## src/rtl/nbi_pkg.sv

```systemverilog
package nbi_pkg;
  localparam int NIBBLE_W = 4;
  localparam int INDEX_W  = 3;

  typedef enum logic [INDEX_W-1:0] {
    GRP_LOWV   = 3'b000,
    GRP_OPEN   = 3'b001,
    GRP_OVCUR  = 3'b010,
    GRP_SWITCH = 3'b011,
    GRP_RSV4   = 3'b100,
    GRP_RSV5   = 3'b101,
    GRP_LINE   = 3'b110,
    GRP_THERM  = 3'b111
  } groupSel_e;

  typedef struct packed {
    logic loadIndex;
    logic loadLine;
    logic readEn;
    logic addrBit;
  } busStrobe_t;
endpackage

```

## src/rtl/nbi_ctrl.sv

```systemverilog
module nbi_ctrl
  import nbi_pkg::*;
#(
  parameter int SYNC_STAGES = 2
) (
  input  logic                clk,
  input  logic                rst,
  input  logic                csN,
  input  logic                rdN,
  input  logic                wrN,
  input  logic                addrPin,
  input  logic                aleStrobe,
  input  logic [NIBBLE_W-1:0] wrNibble,
  output busStrobe_t          strobe,
  output logic [NIBBLE_W-1:0] commitData
);
  localparam int BUS_W = 5 + NIBBLE_W;
  localparam logic [BUS_W-1:0] IDLE_BUS = {3'b111, 2'b00, {NIBBLE_W{1'b0}}};

  logic [SYNC_STAGES-1:0][BUS_W-1:0] syncPipe;
  logic [BUS_W-1:0] rawBus, syncBus;
  logic csS, rdS, wrS, aleS, addrS;
  logic [NIBBLE_W-1:0] dataS;
  logic addrLatch, wrActQ, wrAct, rdAct, commit;
  logic [NIBBLE_W-1:0] wrHold;

  assign rawBus = {csN, rdN, wrN, aleStrobe, addrPin, wrNibble};

  always_ff @(posedge clk or posedge rst) begin
    if (rst) begin
      for (int i = 0; i < SYNC_STAGES; i++) syncPipe[i] <= IDLE_BUS;
    end else begin
      syncPipe[0] <= rawBus;
      for (int i = 1; i < SYNC_STAGES; i++) syncPipe[i] <= syncPipe[i-1];
    end
  end

  assign syncBus = syncPipe[SYNC_STAGES-1];
  assign {csS, rdS, wrS, aleS, addrS, dataS} = syncBus;

  // conflicting strobes (both low) count as no access
  assign wrAct = !csS && !wrS && rdS;
  assign rdAct = !csS && !rdS && wrS;

  always_ff @(posedge clk or posedge rst) begin
    if (rst) begin
      addrLatch <= 1'b0;
      wrActQ    <= 1'b0;
      wrHold    <= '0;
    end else begin
      if (aleS) addrLatch <= addrS;
      wrActQ <= wrAct;
      if (wrAct) wrHold <= dataS;
    end
  end

  assign commit = wrActQ && !wrAct;

  always_comb begin
    strobe.loadIndex = commit && !addrLatch;
    strobe.loadLine  = commit && addrLatch;
    strobe.readEn    = rdAct;
    strobe.addrBit   = addrLatch;
  end
  assign commitData = wrHold;

  // latch holds while the strobe is low
  a_r1_latch_hold: assert property (@(posedge clk) disable iff (rst)
    !aleS |=> $stable(addrLatch));
  // a write commit only follows a cycle of a clean write
  a_r9_commit_clean: assert property (@(posedge clk) disable iff (rst)
    (strobe.loadIndex || strobe.loadLine) |-> $past(!csS && !wrS && rdS));
endmodule

```

## src/rtl/nbi_datapath.sv

```systemverilog
module nbi_datapath
  import nbi_pkg::*;
(
  input  logic                clk,
  input  logic                rst,
  input  busStrobe_t          strobe,
  input  logic [NIBBLE_W-1:0] commitData,
  input  logic [NIBBLE_W-1:0] lowVolt,
  input  logic [NIBBLE_W-1:0] openLoop,
  input  logic [NIBBLE_W-1:0] overCur,
  input  logic [NIBBLE_W-1:0] swState,
  input  logic [NIBBLE_W-1:0] thermReg,
  input  logic                overTemp,
  output logic [NIBBLE_W-1:0] rdData,
  output logic                rdDataOe,
  output logic [NIBBLE_W-1:0] lineEnable,
  output logic                intEnable
);
  logic [INDEX_W-1:0]  idxReg;
  logic [NIBBLE_W-1:0] groupWord, readWord;

  always_comb begin
    unique case (groupSel_e'(idxReg))
      GRP_LOWV:   groupWord = lowVolt;
      GRP_OPEN:   groupWord = openLoop;
      GRP_OVCUR:  groupWord = overCur;
      GRP_SWITCH: groupWord = swState;
      GRP_LINE:   groupWord = lineEnable;
      GRP_THERM:  groupWord = thermReg;
      default:    groupWord = '0;
    endcase
    readWord = strobe.addrBit ? groupWord : {overTemp, idxReg};
  end

  always_ff @(posedge clk or posedge rst) begin
    if (rst) begin
      idxReg     <= '0;
      intEnable  <= 1'b0;
      lineEnable <= '0;
      rdData     <= '0;
      rdDataOe   <= 1'b0;
    end else begin
      if (strobe.loadIndex) begin
        idxReg    <= commitData[INDEX_W-1:0];
        intEnable <= commitData[NIBBLE_W-1];
      end
      if (strobe.loadLine) lineEnable <= commitData;
      rdDataOe <= strobe.readEn;
      rdData   <= strobe.readEn ? readWord : '0;
    end
  end

  // index and mask bit move only on an index-port write
  a_r2_index_stable: assert property (@(posedge clk) disable iff (rst)
    !strobe.loadIndex |=> ($stable(idxReg) && $stable(intEnable)));
  // line-enable register moves only on a data-port write
  a_r4_line_stable: assert property (@(posedge clk) disable iff (rst)
    !strobe.loadLine |=> $stable(lineEnable));
  // released bus drives nothing
  a_r6_idle_zero: assert property (@(posedge clk) disable iff (rst)
    !strobe.readEn |=> (!rdDataOe && rdData == '0));
  // reserved codes read as zero
  a_r7_reserved_zero: assert property (@(posedge clk) disable iff (rst)
    (strobe.readEn && strobe.addrBit && idxReg[2:1] == 2'b10) |=> rdData == '0);
  // the two write strobes are exclusive
  a_r10_one_write: assert property (@(posedge clk) disable iff (rst)
    $onehot0({strobe.loadIndex, strobe.loadLine}));
endmodule

```

## src/rtl/nibble_bus_if.sv

```systemverilog
module nibble_bus_if
  import nbi_pkg::*;
#(
  parameter int SYNC_STAGES = 2
) (
  input  logic       clk,
  input  logic       rst,
  input  logic       csN,
  input  logic       rdN,
  input  logic       wrN,
  input  logic       addrPin,
  input  logic       aleStrobe,
  input  logic [3:0] wrNibble,
  input  logic [3:0] lowVolt,
  input  logic [3:0] openLoop,
  input  logic [3:0] overCur,
  input  logic [3:0] swState,
  input  logic [3:0] thermReg,
  input  logic       overTemp,
  output logic [3:0] rdData,
  output logic       rdDataOe,
  output logic [3:0] lineEnable,
  output logic       intEnable
);
  busStrobe_t          strobe;
  logic [NIBBLE_W-1:0] commitData;

  nbi_ctrl #(.SYNC_STAGES(SYNC_STAGES)) ctrl_i (
    .clk(clk), .rst(rst), .csN(csN), .rdN(rdN), .wrN(wrN),
    .addrPin(addrPin), .aleStrobe(aleStrobe), .wrNibble(wrNibble),
    .strobe(strobe), .commitData(commitData)
  );

  nbi_datapath dp_i (
    .clk(clk), .rst(rst), .strobe(strobe), .commitData(commitData),
    .lowVolt(lowVolt), .openLoop(openLoop), .overCur(overCur),
    .swState(swState), .thermReg(thermReg), .overTemp(overTemp),
    .rdData(rdData), .rdDataOe(rdDataOe), .lineEnable(lineEnable),
    .intEnable(intEnable)
  );
endmodule

```

## config.mk

```make
export PLATFORM = sky130hd
export DESIGN_NAME = nibble_bus_if
export DESIGN_NICKNAME = d
export VERILOG_FILES = /design/src/rtl/nbi_pkg.sv /design/src/rtl/nbi_ctrl.sv /design/src/rtl/nbi_datapath.sv /design/src/rtl/nibble_bus_if.sv
export SDC_FILE = /design/constraint.sdc
export NUM_CORES = 1
export LEC_CHECK = 0
export CAP_MARGIN = 20
export CORE_UTILIZATION = 45
export CTS_CLUSTER_DIAMETER = 40
export DETAILED_ROUTE_END_ITERATION = 10
export PLACE_DENSITY = 0.76
export SLEW_MARGIN = 10
export SYNTH_ARGS = -nofsm -noshare
export SYNTH_HDL_FRONTEND = slang
export SYNTH_SLANG_ARGS = --single-unit
```

## constraint.sdc

```tcl
create_clock -name clk -period 2.25 [get_ports clk]
set_input_delay 0.45 -clock clk [delete_from_list [all_inputs] [get_ports clk]]
set_output_delay 0.45 -clock clk [all_outputs]
set_load 0.02 [all_outputs]
```

## Word-level counts from Yosys, hierarchy flattened

Cells that the tools add are included.

- Flip-flop bits (word level): 37
- Input port bits: 32
- Output and inout bits: 10

- Eq/ne operators: 5
- Multiplexer cells: 3
- Reduce and logical (&&, ||, !) cells: 13

Operators with widths:

| operator | number |
|---|---|
| $pmux W4 S6 | 1 |
| $mux W4 | 2 |
| $logic_and A1 B1 Y1 | 7 |
| $eq A3 B2 Y1 const B | 2 |
| $eq A3 B3 Y1 const B | 2 |
| $logic_not A1 Y1 | 5 |
| $eq A3 B1 Y1 const B | 1 |
| $logic_not A3 Y1 | 1 |

## Logic depth before layout (Yosys ltp)

- Depth after elaboration: 6
- Depth in mapped cells: 6
- Depth with buffers taken out: 4

## Hierarchy

From an unflattened synthesis, not the netlist that was laid out.

- Cell total of the unflattened synthesis: 98
- Area, all modules: 1445.1 um^2

By module, submodules not included:

| module | times used | cells an instance | area an instance (um^2) |
|---|---|---|---|
| nbi_ctrl | 1 | 36 | 726.9 |
| nbi_datapath | 1 | 62 | 718.2 |

## Worst setup path after synthesis

Ideal clock, no wire load.

- Kind: register -> register
- Start point: reg ctrl_i.syncPipe (netlist bit ctrl_i.syncBus[7])
- End point: reg dp_i.lineEnable[0]
- Library setup time: 128 ps
- Data arrival time: 1334 ps
- Required time: 2122 ps
- Slack: 788 ps
- Stages on the path, launching flop included: 4
- Cell sequence: dfstp_2 > nor3b_4 > nand3b_2 > mux2_1

- Cells in the longest elaborated chain, start to end: 4

RTL lines:

| item | line | RTL |
|---|---|---|
| start: declaration | nbi_ctrl.sv:20 | `logic [SYNC_STAGES-1:0][BUS_W-1:0] syncPipe;` |
| $logic_and A1 B1 Y1 | nbi_ctrl.sv:42 | `assign wrAct = !csS && !wrS && rdS;` |
| via ctrl_i.wrAct | nbi_ctrl.sv:24 | `logic addrLatch, wrActQ, wrAct, rdAct, commit;` |
| $logic_not A1 Y1 | nbi_ctrl.sv:57 | `assign commit = wrActQ && !wrAct;` |
| $logic_and A1 B1 Y1 | nbi_ctrl.sv:57 |  |
| $logic_and A1 B1 Y1 | nbi_ctrl.sv:61 | `strobe.loadLine = commit && addrLatch;` |
| end signal: assignment | nbi_datapath.sv:47 | `if (strobe.loadLine) lineEnable <= commitData;` |
| end: declaration | nbi_datapath.sv:16 | `output logic [NIBBLE_W-1:0] lineEnable,` |

The timed path passes the listed nets, and every way through them passes these cells.
A chain may end at the register's enable or synchronous reset.

## Worst setup path after layout

- Start point: reg dp_i.lineEnable[0]
- End point: out lineEnable[0]

RTL lines:

| item | line | RTL |
|---|---|---|
| end: declaration | nibble_bus_if.sv:22 | `output logic [3:0] lineEnable,` |

No word-level cell between the ends.

==> results.txt <==
The detailed router placed 967 vias in this run. The first global-routing pass estimated 4.37 mm of wire. The cell area that synthesis handed to floorplanning was 0.00145 mm².

Of all nets on the critical path, the largest fanout is 3. The core area is 0.00305 mm². The accumulated negative setup slack came out at 0 ps. The worst hold path begins at ctrl_i.syncPipe[3].

The startpoint of the worst-slack reg-to-reg timing path is dp_i.idxReg[2]. The HPWL after detailed placement is 1.94 mm. The total routing usage reported by global routing is 18.3%.

The worst setup timing slack at the placement stage came out at 575 ps. The CTS clock-pin slew for the worst setup and hold paths came out at 110 ps. STA classifies the critical path endpoint as an output port. The final number of setup-violating endpoints came out at 0. The most used flip-flop cell after synthesis is sky130_fd_sc_hd__dfrtp_1. After detailed placement, the design holds a cell count of 184.

During I/O placement, the number of pins put on the boundary was 42. In this run the critical register-to-register path is captured at dp_i.rdData[3]. At the end of routability-driven placement, the weighted congestion stood at 0.726. The final wirelength came out at 2.66 mm.

The signal on the critical path passes through clkdlybuf4s50_1. The number of violations of the max-capacitance limit came out at 0. In the synthesized netlist, the cells that appear most often are 31 x sky130_fd_sc_hd__dfrtp_1, 9 x sky130_fd_sc_hd__mux2_2, 6 x sky130_fd_sc_hd__dfstp_2, 6 x sky130_fd_sc_hd__mux2i_1, 6 x sky130_fd_sc_hd__o21ai_0. The clock reaches the later pin of the worst-skew pair after 340 ps. Sequential elements use 64.6% of the synthesized area. The worst reg-to-reg path cell count came out at 4.

The net switching power is 0.525 mW. The die outline width is 58.7 µm. The initial DRC count came out at 43. The number of setup buffers added after CTS is 0. Setup repair after global routing left no endpoint under its margin. The number of flops mapped to enable cells by yosys came out at 0.

The most used standard cell by instance count after synthesis is sky130_fd_sc_hd__dfrtp_1. The maximum number of pins on one net before global-route repair came out at 38. The synthesis-to-finish area growth is 35.9%.

The via density per instance is 5.04. The total clock sinks is 37. The worst voltage drop across the vdd grid came out at 0.496 mV.

TritonCTS built the clock tree. Per report_power, the combinational group accounts for 23.4% of the total. The actual transition at the worst max-transition pin came out at 564 ps. The count of endpoints failing hold in the final timing report came out at 0. The setup slack of the critical path after layout is 468 ps.

The maximum cell stage delay along the critical path is 610 ps. The initial antenna violation count came out at 0. The part of the cycle the worst path needs came out at 79.2%.

The number of standard cells in the layout, taps in and fillers out is 192. For this run, the post-layout net count is 179. For this design the ratio of total power to cell area is 916 mW/mm².

Ranked by total cell area, the synthesized netlist is headed by sky130_fd_sc_hd__dfrtp_1 54%, sky130_fd_sc_hd__dfstp_2 11%, sky130_fd_sc_hd__mux2_2 7.0%. The total internal power is 1.28 mW. The share of final-layout standard cells stronger than drive strength 1 came out at 18.9%.

The number of synthesized register bits is 37. The distinct cell type count of the synthesized netlist came out at 32. The maximum level of the CTS H-tree came out at 2. The number of gates resized after CTS came out at 0.

Summed over all cells, the static leakage comes to 0.811 nW. Setup slack on the worst reg-to-reg path comes out at 600 ps. The async set-reset flop share out of synthesis came out at 100%.

Of the total power, the share spent switching nets is 29.2%. The synthesized net count came out at 137. After synthesis, the mean cell area works out to 13.8 µm². The die covers 0.00344 mm². The number of buffers inserted for hold repair after clock tree synthesis came out at 0.

The first detailed-routing pass took 4 iterations. The number of nets with antenna violations after routing is 0. The cell row count came out at 20. STA puts the critical path data required time at 1800 ps. After global routing the overflow that remains totals 0. Total power for the finished layout comes to 1.80 mW. The clock network fraction of total power came out at 26.4%.

The kind of start point of the critical path is a flip-flop. The clock tree skew after final layout is 6.91 ps. The run finished with clean final reports. The maximum buffer depth of the clock tree is 2. The portion of total power attributed to sequential cells came out at 50.2%. The via count of the first global-routing pass came to 987. The count of pins over their slew limit came out at 0. The worst-case hold path end point is ctrl_i.syncBus[3].

The effective utilization at floorplan is 47.3%. In this design, the largest share of critical-path delay is due to buffers and inverters. The average detailed-routed wire length per instance is 13.8 µm. The yosys synthesis warning count came out at 0. The port buffer count came out at 41.

The leading area contributor after synthesis is sky130_fd_sc_hd__dfrtp_1. The cell with the largest stage delay on the worst path is sky130_fd_sc_hd__clkdlybuf4s50_1. The repair_antennas step left the layout with diodes totalling 0. The minimum period implied by the final worst setup slack came out at 1780 ps. The filler cells instantiated in the layout total 243.

The critical path arrival came out at 1330 ps. The buffering stage count on the worst path with inverters included is 1. The worst setup path is of the reg -> out kind. Synthesis handed over a netlist of 105 instances.

The number of instances on the worst hold path came out at 0. The proportion of netlist area held by the largest area contributor came out at 53.7%. Cells fill 64.3% of the core in the end. The DRC violations left came out at 0. The clock tree root buffer cell is sky130_fd_sc_hd__clkbuf_4. The worst hold path belongs to the class reg -> reg. The maximum clock frequency came out at 0.561 GHz.

Clock tree synthesis inserted a total of 5 buffers. The relative slew slack came out at 62.4%. The overall die height is 58.7 µm.
[cells in the final DEF (no fill, tap or decap)]
cell	instances
sky130_fd_sc_hd__a211o_1	1
sky130_fd_sc_hd__a211oi_1	3
sky130_fd_sc_hd__a21oi_1	4
sky130_fd_sc_hd__a31o_2	1
sky130_fd_sc_hd__a31oi_1	1
sky130_fd_sc_hd__and3_1	1
sky130_fd_sc_hd__buf_4	1
sky130_fd_sc_hd__bufinv_16	1
sky130_fd_sc_hd__clkbuf_4	5
sky130_fd_sc_hd__clkbuf_8	1
sky130_fd_sc_hd__clkdlybuf4s50_1	41
sky130_fd_sc_hd__clkinvlp_4	1
sky130_fd_sc_hd__dfrtp_1	31
sky130_fd_sc_hd__dfstp_2	6
sky130_fd_sc_hd__inv_1	2
sky130_fd_sc_hd__mux2_1	4
sky130_fd_sc_hd__mux2_2	9
sky130_fd_sc_hd__mux2i_1	6
sky130_fd_sc_hd__nand2_1	5
sky130_fd_sc_hd__nand3_1	2
sky130_fd_sc_hd__nand3b_1	1
sky130_fd_sc_hd__nand3b_2	1
sky130_fd_sc_hd__nand4_1	1
sky130_fd_sc_hd__nor2_1	3
sky130_fd_sc_hd__nor2b_1	1
sky130_fd_sc_hd__nor3_1	1
sky130_fd_sc_hd__nor3b_1	2
sky130_fd_sc_hd__nor3b_2	1
sky130_fd_sc_hd__nor3b_4	1
sky130_fd_sc_hd__nor4b_1	1
sky130_fd_sc_hd__o21ai_0	6
sky130_fd_sc_hd__o21ai_1	1
sky130_fd_sc_hd__o311ai_1	1
sky130_fd_sc_hd__o31ai_1	1
[power by group through the flow]
stage                     clock network (mW)  registers, mW  logic, mW
after CTS                              0.490          0.906      0.428
after detailed placement                   0          0.918      0.423
after global routing                   0.521          0.930      0.458
final                                  0.475          0.903      0.422
after global placement                     0          0.909      0.411
after floorplan                            0          0.863      0.310
[routing by layer]
metal  GRT usage [%]  up-vias  wire [µm]
met5               0        -          0
met4            12.6        0        126
met3            7.03       11        233
met2            29.7       50       1290
met1            19.6      451       1010
li1                -      455          -
[through the flow]
step                hold WS, ps  instance area (µm²)
floorplan                   331                 1450
global placement            331                 1880
detailed placement          344                 1880
CTS                         363                 1960
global route                368                 1960
finish                      360                 1960
[how the worst max path moves through the flow]
stage,from,to,slack [ps],cells past startpoint
3_3_place_gp,overCur[3],dp_i.rdData[3],590,5
4_1_cts,dp_i.lineEnable[0],lineEnable[0],440,1
5_1_grt,dp_i.lineEnable[1],lineEnable[1],400,1
6_report,dp_i.lineEnable[0],lineEnable[0],470,1
3_5_place_dp,overCur[0],dp_i.rdData[0],570,5
2_1_floorplan,ctrl_i.syncBus[7],dp_i.lineEnable[0],790,3
[logic make-up (layout without fill, tap and decap cells)]
logic type,Yosys count,after routing,share of synthesized area [%]
flops,37,37,64.6
simple gates,21,21,9.52
compound gates,19,19,8.14
mux,19,19,14.3
buf+inv,9,52,3.46
[state kept, by name, indices dropped and copies added, names as in the netlist]
name,flops
dp_i.idxReg,3
dp_i.rdData,4
ctrl_i.syncPipe,9
ctrl_i.syncBus,9
dp_i.lineEnable,4
dp_i.rdDataOe,1
ctrl_i.wrActQ,1
dp_i.intEnable,1
ctrl_i.addrLatch,1
ctrl_i.commitData,4
[cell type report]
| type | instances | area, µm² | area share (%) |
|---|---|---|---|
| well taps | 44 | 55.1 | 2.80 |
| inverters | 2 | 7.51 | 0.382 |
| clock inverters | 2 | 37.5 | 1.91 |
| flip-flops and latches | 37 | 933 | 47.5 |
| clock buffers | 6 | 51.3 | 2.61 |
| repair buffers | 42 | 418 | 21.3 |
| multi-input cells | 59 | 462 | 23.5 |
Power figures use the tool's default switching activity.
